File: src/rtl/stkreg_pkg.sv
package stkreg_pkg;
  localparam int NREG    = 4;
  localparam int INSTR_W = 16;
  localparam logic [7:0] OP_LDI = 8'h08;

  typedef enum logic [2:0] {
    ALU_MOV = 3'd0,
    ALU_ADD = 3'd1,
    ALU_SUB = 3'd2,
    ALU_AND = 3'd3,
    ALU_OR  = 3'd4,
    ALU_XOR = 3'd5,
    ALU_SHL = 3'd6,
    ALU_SHR = 3'd7
  } alu_op_e;

  typedef struct packed {
    logic [7:0]      op;
    logic [NREG-1:0] stk_en;
    logic [1:0]      src;
    logic [1:0]      dst;
  } instr_t;
endpackage

File: src/rtl/stkreg_decode.sv
module stkreg_decode import stkreg_pkg::*; #(
  parameter int W = 16
) (
  input  instr_t          instr,
  output alu_op_e         alu_op,
  output logic            use_lit,
  output logic [W-1:0]    lit_val,
  output logic            is_ldi,
  output logic            do_write,
  output logic [NREG-1:0] push_v,
  output logic [NREG-1:0] pop_v
);
  logic lit_form;
  logic reg_form;

  always_comb begin
    lit_form = instr.op[7];
    reg_form = (instr.op[7:3] == 5'b0);
    is_ldi   = (instr.op == OP_LDI);
    do_write = lit_form | reg_form | is_ldi;
    use_lit  = lit_form;
    alu_op   = alu_op_e'(instr.op[2:0]);
    lit_val  = {{(W-4){instr.op[6]}}, instr.op[6:3]};
    push_v   = '0;
    pop_v    = '0;
    // destination push always wins over a pop of the same register
    push_v[instr.dst] = do_write & instr.stk_en[instr.dst];
    if (reg_form && (instr.src != instr.dst))
      pop_v[instr.src] = instr.stk_en[instr.src];
  end
endmodule

File: src/rtl/stkreg_alu.sv
module stkreg_alu import stkreg_pkg::*; #(
  parameter int W = 16
) (
  input  alu_op_e      op,
  input  logic [W-1:0] a,
  input  logic [W-1:0] b,
  output logic [W-1:0] y
);
  localparam int SH_W = $clog2(W);
  logic [SH_W-1:0] sh;
  assign sh = b[SH_W-1:0];

  always_comb begin
    unique case (op)
      ALU_MOV: y = b;
      ALU_ADD: y = a + b;
      ALU_SUB: y = a - b;
      ALU_AND: y = a & b;
      ALU_OR:  y = a | b;
      ALU_XOR: y = a ^ b;
      ALU_SHL: y = a << sh;
      ALU_SHR: y = a >> sh;
      default: y = b;
    endcase
  end
endmodule

File: src/rtl/stkreg_stack.sv
module stkreg_stack #(
  parameter int W     = 16,
  parameter int DEPTH = 8
) (
  input  logic         clk,
  input  logic         rst,
  input  logic         push,
  input  logic         pop,
  input  logic         wr_en,
  input  logic [W-1:0] wr_val,
  output logic [W-1:0] top,
  output logic         ovf_ev,
  output logic         unf_ev
);
  localparam int AW   = (DEPTH > 1) ? $clog2(DEPTH) : 1;
  localparam int SP_W = $clog2(DEPTH + 1);
  localparam logic [SP_W-1:0] SP_FULL = SP_W'(DEPTH);

  logic [W-1:0]    mem [DEPTH];
  logic [SP_W-1:0] sp_q;
  logic [W-1:0]    top_q;
  logic            full, empty, do_push, do_pop;
  logic [AW-1:0]   wr_idx, rd_idx;

  assign full    = (sp_q == SP_FULL);
  assign empty   = (sp_q == '0);
  assign do_push = push & ~full;
  assign do_pop  = pop & ~push & ~empty;
  assign wr_idx  = AW'(sp_q);
  assign rd_idx  = AW'(sp_q - 1'b1);
  assign ovf_ev  = push & full;
  assign unf_ev  = pop & ~push & empty;
  assign top     = top_q;

  // storage below the top: no reset, single write port
  always_ff @(posedge clk) begin
    if (do_push) mem[wr_idx] <= top_q;
  end

  always_ff @(posedge clk) begin
    if (rst) begin
      sp_q  <= '0;
      top_q <= '0;
    end else begin
      if (do_push)     sp_q <= sp_q + 1'b1;
      else if (do_pop) sp_q <= sp_q - 1'b1;
      if (wr_en)       top_q <= wr_val;
      else if (do_pop) top_q <= mem[rd_idx];
    end
  end

  assert_sp_bound_R9: assert property (@(posedge clk) disable iff (rst)
    sp_q <= SP_FULL);
  assert_full_hold_R9: assert property (@(posedge clk) disable iff (rst)
    (push && full) |=> (sp_q == SP_FULL));
  assert_empty_hold_R10: assert property (@(posedge clk) disable iff (rst)
    (pop && !push && !wr_en && empty) |=> $stable(top_q));
  assert_pop_write_excl_R7: assert property (@(posedge clk) disable iff (rst)
    !(pop && wr_en));
endmodule

File: src/rtl/stkreg_core.sv
module stkreg_core import stkreg_pkg::*; #(
  parameter int W     = 16,
  parameter int DEPTH = 8,
  parameter int PC_W  = 8
) (
  input  logic                clk,
  input  logic                rst,
  output logic [PC_W-1:0]     prog_addr,
  input  logic [INSTR_W-1:0]  prog_word,
  input  logic [INSTR_W-1:0]  prog_next,
  output logic [NREG*W-1:0]   reg_view,
  output logic                ovf_flag,
  output logic                unf_flag
);
  instr_t          ins;
  alu_op_e         alu_op;
  logic            use_lit, is_ldi, do_write;
  logic [W-1:0]    lit_val, opa, opb, alu_y, result;
  logic [NREG-1:0] push_v, pop_v, ovf_v, unf_v;
  logic [W-1:0]    tops [NREG];
  logic [PC_W-1:0] pc_q;
  logic            ovf_q, unf_q;

  assign ins = instr_t'(prog_word);

  stkreg_decode #(.W(W)) dec_i (
    .instr(ins), .alu_op(alu_op), .use_lit(use_lit), .lit_val(lit_val),
    .is_ldi(is_ldi), .do_write(do_write), .push_v(push_v), .pop_v(pop_v)
  );

  assign opa = tops[ins.dst];
  assign opb = use_lit ? lit_val : tops[ins.src];

  stkreg_alu #(.W(W)) alu_i (.op(alu_op), .a(opa), .b(opb), .y(alu_y));

  assign result = is_ldi ? W'(prog_next) : alu_y;

  for (genvar g = 0; g < NREG; g++) begin : g_reg
    stkreg_stack #(.W(W), .DEPTH(DEPTH)) stk_i (
      .clk(clk), .rst(rst),
      .push(push_v[g]), .pop(pop_v[g]),
      .wr_en(do_write && (ins.dst == 2'(g))), .wr_val(result),
      .top(tops[g]), .ovf_ev(ovf_v[g]), .unf_ev(unf_v[g])
    );
    assign reg_view[g*W +: W] = tops[g];
  end

  always_ff @(posedge clk) begin
    if (rst) begin
      pc_q  <= '0;
      ovf_q <= 1'b0;
      unf_q <= 1'b0;
    end else begin
      pc_q  <= pc_q + (is_ldi ? PC_W'(2) : PC_W'(1));
      ovf_q <= ovf_q | (|ovf_v);
      unf_q <= unf_q | (|unf_v);
    end
  end

  assign prog_addr = pc_q;
  assign ovf_flag  = ovf_q;
  assign unf_flag  = unf_q;

  assert_ovf_sticky_R9: assert property (@(posedge clk) disable iff (rst)
    ovf_flag |=> ovf_flag);
  assert_unf_sticky_R10: assert property (@(posedge clk) disable iff (rst)
    unf_flag |=> unf_flag);
  assert_ldi_step_R4: assert property (@(posedge clk) disable iff (rst)
    is_ldi |=> (prog_addr == $past(prog_addr) + PC_W'(2)));
  assert_plain_step_R12: assert property (@(posedge clk) disable iff (rst)
    !is_ldi |=> (prog_addr == $past(prog_addr) + PC_W'(1)));
  assert_single_push_R5: assert property (@(posedge clk) disable iff (rst)
    $onehot0(push_v));
endmodule

File: config.mk
export PLATFORM = sky130hd
export DESIGN_NAME = stkreg_core
export DESIGN_NICKNAME = d
export VERILOG_FILES = /design/src/rtl/stkreg_pkg.sv /design/src/rtl/stkreg_decode.sv /design/src/rtl/stkreg_alu.sv /design/src/rtl/stkreg_stack.sv /design/src/rtl/stkreg_core.sv
export SDC_FILE = /design/constraint.sdc
export NUM_CORES = 1
export LEC_CHECK = 0
export ABC_AREA = 1
export ABC_CLOCK_PERIOD_IN_PS = 5100
export CAP_MARGIN = 5
export CORE_MARGIN = 2
export CORE_UTILIZATION = 40
export CTS_CLUSTER_SIZE = 8
export DETAILED_ROUTE_END_ITERATION = 8
export DONT_BUFFER_PORTS = 1
export PLACE_DENSITY = 0.64
export SLEW_MARGIN = 5
export SYNTH_ARGS = -nofsm -noshare
export SYNTH_HDL_FRONTEND = slang
export SYNTH_HIERARCHICAL = 1
export SYNTH_SLANG_ARGS = --single-unit
File: constraint.sdc
create_clock -name clk -period 5.1 [get_ports clk]
set_clock_uncertainty 0.05 [all_clocks]
set_input_delay 0.765 -clock clk [delete_from_list [all_inputs] [get_ports clk]]
set_output_delay 0.765 -clock clk [all_outputs]
set_load 0.02 [all_outputs]
# After elaboration in Yosys (flattened, before gate mapping)
# Memory sizes are Yosys's and may differ from the RTL's.
# Cells that the tools add are included.
# word_totals
memories	4
mem_bits_rw	512
out_inout_bits	74
word_cells	161
reg_bits	90
# mem_list
name	words	word_bits	read_ports	rd_ports_with_merged_regs	write_ports	line_no	source
g_reg[0].stk_i.mem	8	16	1	0	1	stkreg_stack.sv:19	logic [W-1:0] mem [DEPTH];
g_reg[1].stk_i.mem	8	16	1	0	1	stkreg_stack.sv:19	
g_reg[2].stk_i.mem	8	16	1	0	1	stkreg_stack.sv:19	
g_reg[3].stk_i.mem	8	16	1	0	1	stkreg_stack.sv:19	
# op_classes
n_lt_le_gt_ge	6
n_addsub	11
shifts	2
n_reduce_logical	24
bitwise_logic	44
eq_ne	16
n_mux	43
# ops
cell	count
$mux 16	14
$pmux 16 s8	1
$bmux 16 s2	2
$mux 4	9
$and 1x1->1	21
$add 16x16->16	1
$add 4x1->4 const B	4
$and 16x16->16	1
$eq 4x4->1 const B	4
$logic_not 4->1	4
$or 16x16->16	1
$reduce_bool 2->1	8
$shl 16x4->16	1
$shr 16x4->16	1
$sub 16x16->16	1
$sub 4x1->4 const B	4
$xor 16x16->16	1
$eq 3x3->1 const B	4
$mux 1	12
$not 1->1	12
$add 8x2->8	1
$and 4x4->4	2
$eq 8x4->1 const B	1
$reduce_or 4->1	2
other kinds (17)	34

# Logic depth before layout (Yosys ltp)
# Gate-level depths: netlist of run 1.
# depth
word_depth	10
ltp_mapped	36
mapped_depth_nobuf	32

# By module
# The synthesis of run 1 kept the hierarchy.
# modules_own_cells
mod	cells_per_inst	area_each_um2	instances
stkreg_stack	577	6219.7	4
stkreg_alu	703	3703.6	1
stkreg_core	425	2090.8	1
stkreg_decode	80	409.1	1

# Least setup slack after synthesis of run 1
# No wires, ideal clock.
# synth_path
path_type	input to register
start	input port prog_word[2]
end	register g_reg[0].stk_i.top_q[13]
setup_slack_ns	0.753
cell_stages	33
n_path_buf	4
required_time_ns	4.980
setup_ns	0.070
arrival_ns	4.226
path_cell_list	buf_2 > clkbuf_1 > nand2_1 > nand3_1 > nand2_1 > nand2_1 > nand2_1 > inv_1 > buf_2 > buf_2 > ha_1 > inv_1 > nor3_1 > nand2_1 > nor2_1 > nand3_1 > o21ai_1 > xor2_1 > ha_1 > nand2_1 > nand2_1 > o21bai_1 > nor2_1 > nand2_1 > nand2_1 > nand3_1 > a21oi_1 > nand2_1 > nand2_1 > nand2_1 > nand2_1 > inv_1 > a21oi_1
# synth_between
elab_chain_cells	9
# synth_lines
item	line_no	source
start: declaration	stkreg_core.sv:9	input logic [INSTR_W-1:0] prog_word,
$not 2->3 (implied by the code) (*)	stkreg_core.sv:32	assign opb = use_lit ? lit_val : tops[ins.src];
$bmux 16 s2 (*)	stkreg_core.sv:32	
$mux 16 (implied by the code) (*) (2 in series)	stkreg_core.sv:32	
$mux 16 (*)	stkreg_core.sv:32	
named net opb[1]	stkreg_core.sv:18	logic [W-1:0] lit_val, opa, opb, alu_y, result;
$sub 16x16->16, or another cell as far along	stkreg_alu.sv:17	ALU_SUB: y = a - b;
$pmux 16 s8 (*)	stkreg_alu.sv:14	unique case (op)
named net alu_y[13]	stkreg_core.sv:18	
$mux 16 (*)	stkreg_core.sv:36	assign result = is_ldi ? W'(prog_next) : alu_y;
named net result[13]	stkreg_core.sv:18	
$mux 16 (*)	stkreg_stack.sv:47	if (wr_en) top_q <= wr_val;
end signal: assignment	stkreg_stack.sv:47	
end signal: assignment	stkreg_stack.sv:48	else if (do_pop) top_q <= mem[rd_idx];
end: declaration	stkreg_stack.sv:21	logic [W-1:0] top_q;
# The timed path passes the listed nets; every way through them passes the cells marked *. The select of a mux whose other input is x is not followed.
# A chain may end at the register's enable or synchronous reset.

# Final worst setup path of run 1
# layout_path
start	register g_reg[1].stk_i.top_q[5]
end	register g_reg[1].stk_i.top_q[14]
# layout_between
elab_chain_cells	8
# layout_lines
item	line_no
start: declaration	stkreg_stack.sv:21
start signal: assignment	stkreg_stack.sv:47
start signal: assignment	stkreg_stack.sv:48
$bmux 16 s2 (*)	stkreg_core.sv:32
$mux 16 (implied by the code) (*) (2 in series)	stkreg_core.sv:32
$mux 16 (*)	stkreg_core.sv:32
named net opb[5]	stkreg_core.sv:18
$sub 16x16->16 / $add 16x16->16 (equally long branches)	stkreg_alu.sv:17, stkreg_alu.sv:16
$pmux 16 s8 (*)	stkreg_alu.sv:14
named net alu_y[14]	stkreg_core.sv:18
$mux 16 (*)	stkreg_core.sv:36
named net result[14]	stkreg_core.sv:18
$mux 16 (*)	stkreg_stack.sv:47
# Marks and branches as above.

==> results of run 1 <==
registers in the layout, indices dropped and copies added, names as in the netlist:
register and flops:
ovf_flag 1, g.stk_i/mem 512, g.stk_i/sp_q 16, prog_addr 8, g.stk_i/top 64, unf_flag 1
placed cells by master (no fill, tap or decap), types with 5 or more instances in the layout:
cell type	Yosys	final
nand2_1	905	905
clkbuf_16	0	85
nor3_2	4	11
nand2_4	8	8
buf_4	46	102
o211ai_1	7	7
xor2_1	14	14
or2_2	9	9
nor2_1	516	516
inv_1	278	278
clkbuf_1	37	58
a21oi_1	113	113
nand3_2	5	5
nor3_1	18	8
a22oi_1	16	16
inv_2	17	17
nor2_4	8	8
o21ai_0	216	216
a21oi_2	9	9
o21a_1	8	8
inv_4	9	9
dfxtp_1	90	86
nand2_2	17	17
nand3_1	396	396
a22oi_2	10	10
ha_1	59	59
o21ai_1	21	21
nand4_1	15	15
edfxtp_1	512	512
worst max path at each step:
stage                                      from                     end  slack [ns]  cells past startpoint
final                     g_reg[1].stk_i/top[5]  g_reg[1].stk_i/top[14]        0.77                     28
after global routing      g_reg[1].stk_i/top[5]  g_reg[1].stk_i/top[14]        0.43                     28
after CTS                 g_reg[1].stk_i/top[5]  g_reg[3].stk_i/top[14]        0.90                     28
after detailed placement           prog_word[2]  g_reg[2].stk_i/top[14]        0.33                     28
after global placement             prog_word[2]  g_reg[1].stk_i/top[14]        0.30                     28
after floorplan                    prog_word[2]  g_reg[0].stk_i/top[13]        0.75                     33
final cells by class:
type / count / area share, %
antenna: 1 / 0.007253
clock buffer: 144 / 6.836
clock inverter: 8 / 0.5222
inverter: 307 / 3.420
multi-input combinational: 2416 / 33.37
sequential: 602 / 49.80
tap: 1040 / 3.771
timing repair buffer: 103 / 2.277
logic make-up after synthesis:
family / after synthesis
muxes: 4
DFF: 602
buffers and inverters: 498
adders and majority gates: 61
AOI/OAI and AO/OA: 414
and+or+nand+nor: 1919
xor gates and xnor gates: 18
power by group through the flow:
stage	clock, W	combinational, W	sequential (W)
2_1_floorplan	0	0.000801	0.00552
3_3_place_gp	0	0.00117	0.00548
3_5_place_dp	0	0.00118	0.00548
4_1_cts	0.00537	0.00118	0.00539
5_1_grt	0.00558	0.00132	0.00539
6_report	0.00529	0.00120	0.00539
layer usage:
metal | GRT usage, % | vias to the layer above | routed length, µm
met4 | 7.570 | 0 | 2780
met5 | 0 | - | 0
met3 | 4.413 | 151 | 7741
li1 | - | 11670 | -
met2 | 37.12 | 933 | 42970
met1 | 31.44 | 11660 | 39300
metrics by stage:
step / area [µm²] / util (%) / power (W)
floorplan: 31080 / - / 0.006325
finish: 34500 / 44.69 / 0.01188
global route: 34500 / 44.68 / 0.01229
detailed placement: 31960 / 41.40 / 0.006659
CTS: 34500 / 44.68 / 0.01194
global placement: 31960 / 41.40 / 0.006653
cells in the mapped netlist, types with 3 or more instances:
master	n	area share, %
inv_1	278	3.4
a22oi_2	10	0.40
nor2_2	3	0.060
buf_2	64	1.0
o211ai_1	7	0.17
o21ai_1	21	0.34
buf_6	34	1.2
nand3_1	396	6.4
nand2_1	905	11
xor2_1	14	0.39
a22oi_1	16	0.39
inv_2	17	0.21
buf_4	46	1.1
buf_1	5	0.060
clkbuf_8	4	0.18
nor2_1	516	6.2
nand2_4	8	0.29
ha_1	59	2.4
xnor2_1	4	0.11
nand3_2	5	0.16
edfxtp_1	512	49
clkbuf_1	37	0.45
a31oi_1	4	0.080
nand3_4	4	0.23
nand2_2	17	0.34
o21a_1	8	0.19
inv_4	9	0.18
a21oi_2	9	0.25
nand3b_1	4	0.097
a21oi_1	113	1.8
nor3_1	18	0.29
mux2i_1	4	0.13
nor2_8	4	0.26
dfxtp_1	90	5.8
nand4_1	15	0.30
o21ai_0	216	3.5
nor2_4	8	0.29
nor3_2	4	0.13
or2_2	9	0.18
==> flow_metrics.py, run 1 <==
metrics = {
    "outcome": {
        "run_status": "complete, no violations",
    },
    "min_path": {
        "hold_start": "rst",
        "min_path_cells": 1,
        "hold_path_class": "in2reg",
        "worstHoldEndpoint": "prog_addr[1]",
    },
    "sta": {
        "finalCritPeriodShare_pct": 84.83,
        "hold_slack_ns": 0.1474,
        "setup_slack_ns": 0.7738,
        "hold_viol_final": 0,
        "slew-limit-headroom_pct": 37.78,
        "slew_violations": 0,
        "tns_ns": 0,
        "worst-slew-pin-transition_ns": 0.9333,
        "fin_crit_ns": 4.326,
        "rsz0062_at_grt": "false",
        "timing.fmax_mhz": 231.1,
        "finalSetupViolCount": 0,
    },
    "worst_setup_path": {
        "worst_path_most_repeated_cell": "nand2_1",
        "crit_path_max_incr_delay_ns": 0.39,
        "path_class": "reg2reg",
        "r2r_end": "g_reg[1].stk_i/top[14]",
        "critPathBufInv": 4,
        "worstRegToRegCells": 28,
        "regToRegSetupSlack_ns": 0.77,
        "cp.arrival_ns": 4.83,
        "worst-path-max-fanout": 11,
        "reg2reg_from": "g_reg[1].stk_i/top[5]",
        "worst_path_max_delay_cell": "nand2_1",
        "required_ns": 5.60,
        "cp-end-kind": "flop",
        "cp-start-kind": "flop",
        "critPathTopFamily": "simple AND/OR/NAND/NOR gates",
    },
    "clock_tree": {
        "ctsHtreeMaxLevel": 3,
        "cts_buffers": 85,
        "cts-root-buf": "clkbuf_16",
        "ctsResizeCount": 0,
        "clkTransAtPathRegs_ns": 0.05,
        "clock_path_buffers": 3,
        "cts_tree": "built",
        "clock-sinks": 602,
        "cts.repair_timing.setup_buffer_count": 0,
        "cts_hold_buf": 0,
        "clk_latency_ns": 0.64,
    },
    "synth": {
        "syn_inst": 3516,
        "synth_top_family_by_area": "simple AND/OR/NAND/NOR gates",
        "synthAdderAreaFrac_pct": 2.504,
        "synth_edf_count": 512,
        "ys_ff_latch": 602,
        "ys.flop_type": "edfxtp_1",
        "synthDistinctLibCells": 55,
        "synth_nets": 3611,
        "synthMuxAreaShare_pct": 0.1288,
        "synth_compound_area_share_pct": 7.379,
        "synthXorXnorAreaFrac_pct": 0.5072,
        "syn_avg_cell_area_um2": 8.840,
        "yosys_warnings": 6,
        "syn-cell-area_um2": 31080,
        "async_reset_ff_share_pct": 0,
        "synth.yosys.seq_area_share_pct": 55.26,
        "synthSimpleGateAreaFrac_pct": 26.30,
    },
    "routing": {
        "wl_per_cell_um": 20.08,
        "dr.pass1.iters": 5,
        "drt-total-wl_mm": 92.79,
        "vias": 24410,
        "drcViolationCount": 0,
        "drt_iter0_markers": 2769,
        "final_antenna_net_count": 0,
        "routed_via_density": 5.283,
    },
    "power": {
        "clockPowerShare_pct": 44.5,
        "power.switching_w": 0.003034,
        "power_leakage_nw": 13.67,
        "p_comb_share_pct": 10.1,
        "seq_power_share_pct": 45.4,
        "swShare_pct": 25.54,
        "irDropWorstVdd_mv": 0.2279,
        "p_int_w": 0.008844,
        "pwr_density_cell_nw_per_um2": 344.2,
    },
    "placed_design": {
        "place.gp.congestion": 0.9906,
        "io_buffers": 0,
        "place_hpwl_mm": 62.68,
        "pre_cts_slack_ns": 0.3272,
        "dp.cells": 4468,
    },
    "finish": {
        "syn_to_final_growth_pct": 11.01,
        "drive_above_1_share_pct": 8.994,
        "multiInputGateArea_um2": 11510,
        "fillCellCount": 7373,
        "nets": 3610,
        "seq_area_um2": 17180,
        "fin_cells": 4621,
    },
    "floorplan": {
        "fp.dieW_um": 282.8,
        "die_area_um2": 79950,
        "rows": 102,
        "core_um2": 77210,
        "die_y_um": 282.8,
        "ios": 108,
        "start_util_pct": 40.26,
    },
    "run": {
        "maxCapViolations": 0,
    },
    "global_routing": {
        "antenna_found_initial": 2,
        "grt_pass1_wl_mm": 140.2,
        "grt_pass1_vias": 22890,
        "grt_overflow": 0,
        "grt_util_all_layers_pct": 23.10,
        "grt_max_degree": 78,
    },
}
(Power assumes the default switching activity.)
==> run 2, diff against run 1 <==
--- a/config.mk
+++ b/config.mk
@@ -6,14 +6,14 @@
 export NUM_CORES = 1
 export LEC_CHECK = 0
 export ABC_AREA = 1
-export ABC_CLOCK_PERIOD_IN_PS = 5100
+export ABC_CLOCK_PERIOD_IN_PS = 3500
 export CAP_MARGIN = 5
 export CORE_MARGIN = 2
 export CORE_UTILIZATION = 40
 export CTS_CLUSTER_SIZE = 8
 export DETAILED_ROUTE_END_ITERATION = 8
 export DONT_BUFFER_PORTS = 1
-export PLACE_DENSITY = 0.64
+export PLACE_DENSITY = 0.66
 export SLEW_MARGIN = 5
 export SYNTH_ARGS = -nofsm -noshare
 export SYNTH_HDL_FRONTEND = slang
==> constraint.sdc (replaced) <==
create_clock -name clk -period 3.5 [get_ports clk]
set_clock_uncertainty 0.05 [all_clocks]
set_input_delay 0.525 -clock clk [delete_from_list [all_inputs] [get_ports clk]]
set_output_delay 0.525 -clock clk [all_outputs]
set_load 0.02 [all_outputs]
==> flow_metrics.py, run 2 (synthesis gave the netlist of run 1 again) <==
metrics = {
    "global_routing": {
        "grt_max_degree": 78,
        "grt_pass1_wl_mm": 139.0,
        "grt_overflow": 0,
        "grt_util_all_layers_pct": 22.86,
        "grt_pass1_vias": 23240,
        "antenna_found_initial": 2,
    },
    "worst_setup_path": {
        "reg2reg_from": "g_reg[0].stk_i/top[0]",
        "cp-endpoint": "g_reg[1].stk_i/top[13]",
        "cp-end-kind": "flop",
        "worst-path-max-fanout": 4,
        "required_ns": 3.97,
        "r2r_end": "g_reg[1].stk_i/top[13]",
        "regToRegSetupSlack_ns": -0.09,
        "worst_path_most_repeated_cell": "nand2_1",
        "cp-start-kind": "flop",
        "cp-startpoint": "g_reg[0].stk_i/top[0]",
        "worstRegToRegCells": 32,
        "worst_path_max_delay_cell": "dfxtp_2",
        "path_class": "reg2reg",
        "cp.arrival_ns": 4.06,
        "crit_path_max_incr_delay_ns": 0.33,
    },
    "finish": {
        "fin_cells": 4767,
        "nets": 3771,
        "drive_above_1_share_pct": 17.20,
        "mostFrequentLayoutCells": "nand2_1, edfxtp_1, nor2_1",
        "final_common_cell": "nand2_1",
        "max_flop_register": "g.stk_i/mem",
        "n_antenna_cell": 0,
        "largest_reg_flops": 512,
        "syn_to_final_growth_pct": 17.84,
    },
    "placed_design": {
        "dp.cells": 4603,
        "place.gp.congestion": 0.9612,
        "place_hpwl_mm": 63.54,
        "io_buffers": 0,
    },
    "routing": {
        "wl_met3_mm": 7.220,
        "drt-total-wl_mm": 92.36,
        "top_layer_used": "met5",
        "met2_length_mm": 43.95,
        "routed_via_density": 5.164,
        "final_antenna_net_count": 0,
        "vias": 24620,
        "wl_per_cell_um": 19.37,
        "met1_length_mm": 39.04,
        "dr.pass1.iters": 6,
        "drt_iter0_markers": 2291,
        "drcViolationCount": 0,
    },
    "clock_tree": {
        "cts_hold_buf": 8,
        "cts_buffers": 86,
        "clock_path_buffers": 3,
        "ctsHtreeMaxLevel": 3,
        "cts-root-buf": "clkbuf_16",
        "clk_latency_ns": 0.63,
        "cts_tree": "built",
        "clock-sinks": 602,
        "clkTransAtPathRegs_ns": 0.05,
    },
    "floorplan": {
        "start_util_pct": 40.26,
        "rows": 102,
        "die_y_um": 282.8,
        "core_um2": 77210,
        "die_area_um2": 79950,
        "ios": 108,
        "fp.dieW_um": 282.8,
    },
    "sta": {
        "slew-limit-headroom_pct": 46.13,
        "tns_ns": -1.385,
        "slew_violations": 0,
        "worst-slew-pin-transition_ns": 0.8080,
        "rsz0062_at_grt": "true",
        "hold_slack_ns": -0.03961,
        "finalSetupViolCount": 27,
        "hold_viol_final": 8,
        "setup_slack_ns": -0.09263,
        "fin_crit_ns": 3.593,
        "finalCritPeriodShare_pct": 102.6,
        "timing.fmax_mhz": 278.3,
    },
    "min_path": {
        "hold_start": "rst",
        "hold_path_class": "in2reg",
    },
    "outcome": {
        "violations": "negative hold slack, negative setup slack",
        "run_status": "finished, violations left",
    },
    "run": {
        "maxCapViolations": 0,
    },
    "power": {
        "power_leakage_nw": 14.68,
        "p_total_w": 0.01781,
        "irDropWorstVdd_mv": 0.3693,
        "pwr_density_cell_nw_per_um2": 486.2,
    },
}
## run 2: area by class of cell
class                      instances  area (µm²)
fill                            7187       40580
sequential                       602       17190
multi-input combinational       2416       12180
clock buffer                     131        2362
timing repair buffer             263        2227
tap                             1040        1301
inverter                         307        1195
clock inverter                     8       178.9
## run 2: per-stage QoR
step | utilization [%] | cell area [µm²] | worst slack [ns]
6_report | 47.44 | 36630 | -0.09263
5_1_grt | 47.44 | 36630 | -0.3307
4_1_cts | 46.62 | 35990 | -0.02833
3_5_place_dp | 42.99 | 33190 | -0.4454
3_3_place_gp | 42.99 | 33190 | -0.4246
2_1_floorplan | - | 31200 | -0.2826
## run 2: worst min-delay path by stage
stage                     cells past startpoint                      to  slack, ns
after floorplan                               2  g_reg[0].stk_i/sp_q[3]       0.45
after global placement                        2  g_reg[0].stk_i/sp_q[3]       0.47
after detailed placement                      2  g_reg[3].stk_i/sp_q[3]       0.48
after CTS                                     1   g_reg[1].stk_i/top[5]      -0.09
after global routing                          1   g_reg[1].stk_i/top[5]      -0.08
final                                         1   g_reg[1].stk_i/top[5]      -0.04
## run 2: repair_timing
action,CTS,global route
pin swaps,25,86
resized for setup,51,146
endpoints found under the hold margin,72,64
setup buffers,5,13
gates cloned,0,0
setup endpoints to repair,49,60
## run 2: per-layer routing
layer  track usage (%)  vias to the layer above
li1                  -                    11980
met1             30.57                    11720
met2             37.56                      795
met3             4.611                      119
met4             6.702                        4
met5                 0                        -
## run 2: power by group
group	total, W	switching (W)	internal, W
combinational	0.00222	0.00143	0.000790
clock	0.00774	0.00304	0.00470
sequential	0.00785	0.0000357	0.00781
total	0.0178	0.00451	0.0133
## run 2: critical path, delay by kind of cell (launching register included)
kind                     cells  cell delay (ns)
flip-flops                   1             0.33
buffers and inverters        8             0.71
adder cells (fa/ha/maj)      2             0.44
AND/OR/NAND/NOR             19             1.68
XOR/XNOR                     1             0.14
AO/OA/AOI/OAI                2             0.11
